===== config.mk =====
export PLATFORM = sky130hd
export DESIGN_NAME = rsv_atomic_mem
export DESIGN_NICKNAME = d
export VERILOG_FILES = /design/src/rtl/rsv_pkg.sv /design/src/rtl/rsv_ctx_slot.sv /design/src/rtl/rsv_word_array.sv /design/src/rtl/rsv_atomic_mem.sv
export SDC_FILE = /design/constraint.sdc
export NUM_CORES = 1
export LEC_CHECK = 0
export BUFFER_PORTS_ARGS = -buffer_cell sky130_fd_sc_hd__buf_2
export CORE_MARGIN = 2
export CORE_UTILIZATION = 40
export DETAILED_ROUTE_END_ITERATION = 10
export SYNTH_ARGS = -nofsm -noshare
export SYNTH_HDL_FRONTEND = slang
export SYNTH_SLANG_ARGS = --single-unit
export TNS_END_PERCENT = 20

===== constraint.sdc =====
create_clock -name clk -period 8.9 [get_ports clk]
set_clock_uncertainty 0.05 [all_clocks]
set_input_delay 1.78 -clock clk [delete_from_list [all_inputs] [get_ports clk]]
set_output_delay 1.78 -clock clk [all_outputs]
set_load 0.05 [all_outputs]

===== src/rtl/rsv_pkg.sv =====
package rsv_pkg;
  typedef enum logic [1:0] {
    OP_LOAD  = 2'b00,
    OP_STORE = 2'b01,
    OP_LINK  = 2'b10,
    OP_COND  = 2'b11
  } rsv_op_e;
endpackage


===== src/rtl/rsv_ctx_slot.sv =====
module rsv_ctx_slot #(
  parameter int ADDR_W = 4
) (
  input  logic              clk,
  input  logic              rst_n,
  input  logic              set_en,
  input  logic              set_vld,
  input  logic              clr_en,
  input  logic              brk,
  input  logic [ADDR_W-1:0] addr_in,
  output logic              vld_o,
  output logic [ADDR_W-1:0] addr_o
);
  logic              vld_q, vld_n;
  logic [ADDR_W-1:0] addr_q, addr_n;

  always_comb begin
    vld_n  = vld_q;
    addr_n = addr_q;
    if (set_en) begin
      vld_n  = set_vld;
      addr_n = addr_in;
    end else if (clr_en || brk) begin
      vld_n = 1'b0;
    end
  end

  always_ff @(posedge clk or negedge rst_n) begin
    if (!rst_n) begin
      vld_q  <= 1'b0;
      addr_q <= '0;
    end else begin
      vld_q  <= vld_n;
      addr_q <= addr_n;
    end
  end

  assign vld_o  = vld_q;
  assign addr_o = addr_q;

  // a conditional store always leaves its slot empty
  assert_cond_clears_R9: assert property (@(posedge clk) disable iff (!rst_n)
    (clr_en && !set_en) |=> !vld_o);

  // a linked load overwrites the held address
  assert_link_replaces_R8: assert property (@(posedge clk) disable iff (!rst_n)
    set_en |=> (addr_o == $past(addr_in)));
endmodule


===== src/rtl/rsv_word_array.sv =====
module rsv_word_array #(
  parameter int N_CTX  = 4,
  parameter int ADDR_W = 4,
  parameter int DATA_W = 8
) (
  input  logic                      clk,
  input  logic                      rst_n,
  input  logic [N_CTX-1:0]          we,
  input  logic [N_CTX*ADDR_W-1:0]   waddr,
  input  logic [N_CTX*DATA_W-1:0]   wdata,
  input  logic [N_CTX*ADDR_W-1:0]   raddr,
  output logic [N_CTX*DATA_W-1:0]   rdata
);
  localparam int DEPTH = 1 << ADDR_W;

  logic [DATA_W-1:0] mem_q [DEPTH];
  logic [DATA_W-1:0] mem_n [DEPTH];

  // writes applied in ascending index: the highest index lands last
  always_comb begin
    for (int k = 0; k < DEPTH; k++) mem_n[k] = mem_q[k];
    for (int i = 0; i < N_CTX; i++) begin
      if (we[i]) mem_n[waddr[i*ADDR_W +: ADDR_W]] = wdata[i*DATA_W +: DATA_W];
    end
  end

  always_ff @(posedge clk or negedge rst_n) begin
    if (!rst_n) begin
      for (int k = 0; k < DEPTH; k++) mem_q[k] <= '0;
    end else begin
      for (int k = 0; k < DEPTH; k++) mem_q[k] <= mem_n[k];
    end
  end

  for (genvar g = 0; g < N_CTX; g++) begin : g_rd
    assign rdata[g*DATA_W +: DATA_W] = mem_q[raddr[g*ADDR_W +: ADDR_W]];
  end

  // the top-index writer's data is what survives
  assert_top_writer_wins_R11: assert property (@(posedge clk) disable iff (!rst_n)
    we[N_CTX-1] |=> (mem_q[$past(waddr[(N_CTX-1)*ADDR_W +: ADDR_W])]
                     == $past(wdata[(N_CTX-1)*DATA_W +: DATA_W])));
endmodule


===== src/rtl/rsv_atomic_mem.sv =====
module rsv_atomic_mem
  import rsv_pkg::*;
#(
  parameter int N_CTX  = 4,
  parameter int ADDR_W = 4,
  parameter int DATA_W = 8
) (
  input  logic                    clk,
  input  logic                    rst_n,
  input  logic [N_CTX-1:0]        req_valid,
  output logic [N_CTX-1:0]        req_ready,
  input  logic [2*N_CTX-1:0]      req_op,
  input  logic [N_CTX*ADDR_W-1:0] req_addr,
  input  logic [N_CTX*DATA_W-1:0] req_wdata,
  output logic [N_CTX-1:0]        rsp_valid,
  output logic [N_CTX*DATA_W-1:0] rsp_data
);
  logic                    ready_q;
  logic [N_CTX-1:0]        acc;
  rsv_op_e                 op_a   [N_CTX];
  logic [ADDR_W-1:0]       addr_a [N_CTX];
  logic [N_CTX-1:0]        slot_vld;
  logic [ADDR_W-1:0]       slot_addr [N_CTX];
  logic [N_CTX-1:0]        wr_en, cond_ok, lose_rsv, link_hit;
  logic [N_CTX*DATA_W-1:0] rd_word;
  logic [N_CTX-1:0]        rsp_vld_q;
  logic [DATA_W-1:0]       rsp_d_q [N_CTX];
  logic [DATA_W-1:0]       rsp_d_n [N_CTX];

  assign req_ready = {N_CTX{ready_q}};
  assign acc       = req_valid & req_ready;

  for (genvar g = 0; g < N_CTX; g++) begin : g_unpack
    assign op_a[g]   = rsv_op_e'(req_op[2*g +: 2]);
    assign addr_a[g] = req_addr[g*ADDR_W +: ADDR_W];
  end

  // serialize same-cycle requests in ascending context order
  always_comb begin
    logic [N_CTX-1:0] wr_v;
    logic [N_CTX-1:0] ok_v;
    wr_v = '0;
    ok_v = '0;
    for (int i = 0; i < N_CTX; i++) begin
      if (acc[i] && op_a[i] == OP_STORE) begin
        wr_v[i] = 1'b1;
      end else if (acc[i] && op_a[i] == OP_COND) begin
        ok_v[i] = slot_vld[i] && (slot_addr[i] == addr_a[i]);
        for (int j = 0; j < i; j++) begin
          if (wr_v[j] && addr_a[j] == addr_a[i]) ok_v[i] = 1'b0;
        end
        wr_v[i] = ok_v[i];
      end
    end
    wr_en   = wr_v;
    cond_ok = ok_v;
  end

  // snoop writes of the other contexts against held and fresh reservations
  always_comb begin
    lose_rsv = '0;
    link_hit = '0;
    for (int i = 0; i < N_CTX; i++) begin
      for (int j = 0; j < N_CTX; j++) begin
        if (j != i && wr_en[j]) begin
          if (addr_a[j] == slot_addr[i]) lose_rsv[i] = 1'b1;
          if (addr_a[j] == addr_a[i])    link_hit[i] = 1'b1;
        end
      end
    end
  end

  for (genvar g = 0; g < N_CTX; g++) begin : g_slot
    rsv_ctx_slot #(.ADDR_W(ADDR_W)) slot_i (
      .clk     (clk),
      .rst_n   (rst_n),
      .set_en  (acc[g] && op_a[g] == OP_LINK),
      .set_vld (!link_hit[g]),
      .clr_en  (acc[g] && op_a[g] == OP_COND),
      .brk     (lose_rsv[g]),
      .addr_in (addr_a[g]),
      .vld_o   (slot_vld[g]),
      .addr_o  (slot_addr[g])
    );
  end

  rsv_word_array #(.N_CTX(N_CTX), .ADDR_W(ADDR_W), .DATA_W(DATA_W)) mem_i (
    .clk   (clk),
    .rst_n (rst_n),
    .we    (wr_en),
    .waddr (req_addr),
    .wdata (req_wdata),
    .raddr (req_addr),
    .rdata (rd_word)
  );

  always_comb begin
    for (int i = 0; i < N_CTX; i++) begin
      rsp_d_n[i] = rsp_d_q[i];
      if (acc[i]) begin
        case (op_a[i])
          OP_LOAD, OP_LINK: rsp_d_n[i] = rd_word[i*DATA_W +: DATA_W];
          OP_STORE:         rsp_d_n[i] = '0;
          default:          rsp_d_n[i] = {{(DATA_W-1){1'b0}}, cond_ok[i]};
        endcase
      end
    end
  end

  always_ff @(posedge clk or negedge rst_n) begin
    if (!rst_n) begin
      ready_q   <= 1'b0;
      rsp_vld_q <= '0;
      for (int i = 0; i < N_CTX; i++) rsp_d_q[i] <= '0;
    end else begin
      ready_q   <= 1'b1;
      rsp_vld_q <= acc;
      for (int i = 0; i < N_CTX; i++) rsp_d_q[i] <= rsp_d_n[i];
    end
  end

  assign rsp_valid = rsp_vld_q;
  for (genvar g = 0; g < N_CTX; g++) begin : g_pack
    assign rsp_data[g*DATA_W +: DATA_W] = rsp_d_q[g];
  end

  // ready comes up one edge after reset release and stays up
  assert_ready_up_R1: assert property (@(posedge clk) disable iff (!rst_n)
    1'b1 |=> (&req_ready));

  for (genvar g = 0; g < N_CTX; g++) begin : g_chk
    // response exactly one cycle after acceptance
    assert_rsp_follows_R2: assert property (@(posedge clk) disable iff (!rst_n)
      acc[g] |=> rsp_valid[g]);
    assert_rsp_idle_R2: assert property (@(posedge clk) disable iff (!rst_n)
      !acc[g] |=> !rsp_valid[g]);
    // plain store answers with zero
    assert_store_zero_R3: assert property (@(posedge clk) disable iff (!rst_n)
      (acc[g] && op_a[g] == OP_STORE) |=> (rsp_data[g*DATA_W +: DATA_W] == '0));
    // no reservation, no success
    assert_no_rsv_fails_R5: assert property (@(posedge clk) disable iff (!rst_n)
      (acc[g] && op_a[g] == OP_COND && !slot_vld[g])
      |=> (rsp_data[g*DATA_W +: DATA_W] == '0));
    for (genvar h = g + 1; h < N_CTX; h++) begin : g_pair
      // two same-address conditional stores never both succeed
      assert_single_winner_R10: assert property (@(posedge clk) disable iff (!rst_n)
        (acc[g] && acc[h] && op_a[g] == OP_COND && op_a[h] == OP_COND
         && addr_a[g] == addr_a[h])
        |=> !(rsp_data[g*DATA_W] && rsp_data[h*DATA_W]));
    end
  end
endmodule


==> results of run 1 <==
## per-layer routing
metal	track usage (%)	vias up	routed length (um)
li1	-	5305	-
met1	38.95	6781	26140
met2	40.62	679	26930
met3	7.710	89	6166
met4	8.199	4	1266
met5	0	-	23
## cell type report
cell class                 count  area (sq um)
multi-input combinational   1033         12100
fill                        4052         24320
inverter                       6         22.52
timing repair buffer         116         629.4
clock buffer                  20         436.7
clock inverter                11         115.1
tap                          585         732.0
sequential                   185          4629
## synthesized netlist by cell type (all sizes together), types with 4 or more instances
library cell	count	share of area, %
nand4	16	0.65
xnor2	31	1.9
mux2i	24	1.4
a22o	28	1.4
buf	70	2.1
nor4	12	0.47
nor2	25	0.54
nor2b	16	0.58
nand2b	4	0.14
inv	6	0.13
mux4	160	21
nor3	6	0.29
nand2	43	0.93
clkbuf	72	1.6
dfrtp	185	27
o21ai	23	0.66
nand4b	4	0.24
xor2	57	2.9
o211ai	4	0.20
nand3	32	1.2
or3	4	0.14
a21oi	19	0.55
and4	8	0.40
mux2	480	32
## power by group
group	internal, mW	switching, mW
Clock	0.390	0.386
Sequential	1.05	0.288
Combinational	0.924	0.658
## worst max-delay path, cell delays in order
cell	delay, ns
buf_2	0.08
buf_4	0.62
xor2_1	0.14
nor4_1	1.09
nand2_1	0.31
o211ai_2	0.32
nand3_1	0.21
a22oi_4	0.65
nand4_1	0.68
mux2_2	0.51
## worst min path at each step
stage / from / endpoint / slack (ns) / depth (start not counted)
2_1_floorplan: g_slot[1].slot_i.addr_o[2] / g_slot[1].slot_i.addr_o[2] / 0.55 / 2
3_3_place_gp: rsp_data[8] / rsp_data[8] / 0.40 / 2
3_5_place_dp: rsp_data[8] / rsp_data[8] / 0.41 / 2
4_1_cts: rsp_data[8] / rsp_data[8] / 0.42 / 2
5_1_grt: rsp_data[8] / rsp_data[8] / 0.45 / 2
6_report: rsp_data[8] / rsp_data[8] / 0.41 / 2
## per-stage QoR
step                      instance area, sq um  util, %  power [mW]  setup WS (ns)  std cells
final                                    18660    43.42       3.690          2.779       1956
after global routing                     18660    43.42       3.859          2.671       1956
after CTS                                18660    43.42       3.670          2.951       1956
after detailed placement                 18110    42.14       2.893          2.449       1925
after global placement                   18110    42.14       2.839          2.392       1925
after floorplan                          17380        -       2.483          4.241       1366
## kinds of logic after synthesis
family / count (synthesis) / synth area share [%]
buffers and inverters: 148 / 3.795
flip-flops: 185 / 26.64
XOR/XNOR: 88 / 4.760
AND/OR/NAND/NOR: 185 / 6.430
multiplexers: 664 / 54.26
AO/OA/AOI/OAI: 95 / 4.090
other: 1 / 0.02158
## flip-flops by register name (all words and copies together), names as in the netlist
register              count
mem_i.mem_q             128
rsp_data                 32
g_slot.slot_i.addr_o     16
g_slot.slot_i.vld_o       4
rsp_valid                 4
ready_q                   1
==> metrics.txt, run 1 <==
detailed-route DRC error count 0; I/O pins 102; clock latency at the later pin of the worst-skew pair 0.48 ns; Cell variety after synth 64; clk sinks 185; DR iter-0 viols 1546; total grt overflow 0; Seq/Total Area, Yosys 26.64%; Worst-path clk slew 0.08 ns; leak pwr 7.897 nW; CTS tree yes; PD cells 197.7 nW/um^2; drt via density 6.574; via count 12860; Post-synth EDFFs 0; drt pass-1 iters 5; ANT nets after route 0; H-tree levels 4; FP Rows 76; Critical Path Sink mem_i.mem_q[99]; Hold Crit Class flop to flop; Final period util 68.77%; maximum VDD drop 0.1143 mV; CP required 9.21 ns; GRT Total Usage 27.44%; Final setup viols 0; layout cell share with drive strength beyond 1 58.21%; initial antenna violation count 3; CTS resizes 0; flop-to-flop setup slack 4.11 ns; Hold Worst Slack 0.4144 ns; syn_nets 1428; routed len/inst 30.94 um; status complete, no violations; Critical Path Start req_addr[5]; area grow syn2layout 7.402%; CP startpoint kind input pin; number of diodes 0; WL final 60530 um; root buffer cell clkbuf_16; kind of critical path input pin to flop; IO Port Bufs 101; Worst Path Arrival 6.43 ns; commonest non-fill, non-tap cell in the layout mux2_2; min Tclk post-route 6.121 ns; Num CTS Buffers 17; Final Hold Vio Count 0; Top FF cell, synth dfrtp_1; first-pass GRT wire length 89330 um; relative slew slack 14.39%; Cells after Synth 1366; TNS Setup 0 ns; Avg Inst Size Synth 12.72 sq um; chip width 212.4 um; Mapped Area 17380 sq um; Layout Nets 1421; Least-Margin Pin Slew 1.272 ns; FFs w/ async S/R, synth 100.0%; most frequent cells in the layout mux2_2 (413), dfrtp_1 (185), mux4_2 (160); Yosys reg bits 185; Die ar. 45120 sq um; R2R depth 10; Ys Warns 0; # Post-CTS Setup Buffers 0; routability cong. 0.9566; vias in the first global route 12770; Crit Reg-Reg Startpoint ready_q; largest net degree at the start of global routing 66; fin. max-slew vios 0; Critical Path End Type flop; RSZ-0062 raised after global routing no; FF-to-FF End mem_i.mem_q[108]; # hold bufs at CTS 0; Post-DP HPWL 41900 um; Die Span Y 212.4 um; Initial Utilization 40.43%; core area 42980 sq um; Max Cap Viol 0; critical path fanouts, max 47; clock tree buffer depth 2; Highest Clock Rate 0.1634 GHz
Note: power is estimated with default switching activity, not from simulation.
==> run 2: changes to the inputs <==
- clock period: 8.9 -> 5.1 ns (I/O delays scaled with it)
==> metrics.txt, run 2 (same netlist as run 1, synthesis figures left out) <==
chip width 212.4 um; CTS tree yes; Finished Layout Cells 1987; number of diodes 0; Worst Path Arrival 4.29 ns; total grt overflow 0; Highest Clock Rate 0.2509 GHz; ANT nets after route 0; pre-CTS WS 0.6424 ns; Initial Utilization 40.43%; multi-input logic area 12100 sq um; delay-heaviest family, CP multiplexers; Final period util 78.14%; fin. max-slew vios 0; clock tree buffer depth 2; WP buf/inv 2; Seq pwr share 35.6%; Max Cap Viol 0; first-pass GRT wire length 89200 um; critical path fanouts, max 13; clock latency at the later pin of the worst-skew pair 0.47 ns; detailed-route DRC error count 0; FF-to-FF End mem_i.mem_q[109]; FP Rows 76; register area 4629 sq um; Fillers 4017; CP required 5.41 ns; status complete, no violations; Layout Nets 1452; area grow syn2layout 8.993%; relative slew slack 41.02%; Final Hold Vio Count 0; layout cell share with drive strength beyond 1 59.34%; TNS Setup 0 ns; Worst path slowest cell nor4b_4; CP startpoint kind input pin; drt via density 6.438; Least-Margin Pin Slew 0.8847 ns; WP depth 10; wire length on met1 26400 um; Worst-path clk slew 0.08 ns; Net Sw Frac 36.22%; Comb power frac 42.8%; hold endpoint rsp_data[8]; leak pwr 8.075 nW; I/O pins 102; most frequent cells in the layout mux2_2 (413), dfrtp_1 (185), mux4_2 (160); CP peak stage delay 0.73 ns; H-tree levels 4; routed len/inst 30.09 um; GRT Total Usage 27.28%; Num CTS Buffers 17; Layout Utilization 44.06%; Hold Crit Class flop to flop; Most common cell on crit path mux2_2; Hold Startpoint rsp_data[8]; # hold bufs at CTS 0; core area 42980 sq um; min Tclk post-route 3.985 ns; vias in the first global route 12500; Die Span Y 212.4 um; PD cells 342.9 nW/um^2; final worst slack 1.115 ns; top layer in use met4; Largest register FFs 128; commonest non-fill, non-tap cell in the layout mux2_2; largest net degree at the start of global routing 74; IO Port Bufs 101; Critical Path End Type flop; RSZ-0062 raised after global routing no; kind of critical path input pin to flop; Internal Power 4.141 mW; via count 12790; met2 WL post-DR 26740 um; Met3 Routed Length 5779 um; DR iter-0 viols 1257; clk sinks 185; routability cong. 0.9720; critical-path cell list buf_2, xnor2_4, nand3_4, o41a_1, buf_4, nor4b_4, mux2_2, mux2_1, mux2_2, mux2_2; Largest Register mem_i.mem_q; flop-to-flop setup slack 1.37 ns; Crit Reg-Reg Startpoint ready_q; placed cell count 1956; Die ar. 45120 sq um; R2R depth 11; P_sw 2.352 mW; # Post-CTS Setup Buffers 0; hold path depth 2; Post-DP HPWL 43540 um; root buffer cell clkbuf_16; drt pass-1 iters 5; CTS resizes 0; WL final 59780 um; Final setup viols 0; initial antenna violation count 0; maximum VDD drop 0.2078 mV; Clk pwr share 21.6%
## run 2: cell types whose count changed in the layout (fill, tap and decap cells not counted)
cell | previous run | this run
clkinv_2 | 1 | 0
inv_8 | 2 | 4
buf_12 | 0 | 1
clkinv_8 | 0 | 1
buf_4 | 16 | 46
inv_6 | 2 | 3
clkbuf_1 | 3 | 0
## run 2: layout make-up
type                       instances  share of cell area, %
sequential                       185                  24.44
inverter                           6                 0.1189
clock buffer                      17                  2.246
timing repair buffer             147                  4.618
multi-input combinational       1033                  63.88
tap                              585                  3.865
clock inverter                    14                 0.8324
## run 2: how the worst max path moves through the flow
stage | start | end | slack [ns]
6_report | req_addr[2] | mem_i.mem_q[84] | 1.11
5_1_grt | req_addr[1] | mem_i.mem_q[111] | 0.98
4_1_cts | req_addr[2] | mem_i.mem_q[84] | 1.12
3_5_place_dp | req_addr[2] | mem_i.mem_q[84] | 0.64
3_3_place_gp | req_addr[1] | mem_i.mem_q[107] | 0.71
2_1_floorplan | req_addr[2] | mem_i.mem_q[80] | 1.20
## run 2: power by group through the flow
stage	combinational [mW]	clock (mW)	sequential [mW]
2_1_floorplan	2.05	0	2.28
3_3_place_gp	2.68	0	2.29
3_5_place_dp	2.74	0	2.32
4_1_cts	2.75	1.42	2.29
5_1_grt	2.95	1.48	2.37
6_report	2.78	1.41	2.31
## run 2: metrics by stage
step	instance area, sq um	power, mW	hold WS, ns
detailed placement	18360	5.060	0.4095
finish	18940	6.494	0.4169
floorplan	17380	4.333	0.5491
global placement	18360	4.972	0.4055
global route	18940	6.802	0.4610
CTS	18940	6.462	0.4265
## run 2: routing by layer
layer,GRT usage [%],vias to the layer above
met1,40.10,6685
met2,40.88,665
met5,0,-
met3,6.617,65
li1,-,5377
met4,5.377,0
## run 2: tightest hold or removal path, stage by stage (launching register included)
cell	delay [ns]
dfrtp_1	0.34
nand2_1	0.05
nand2_1	0.05
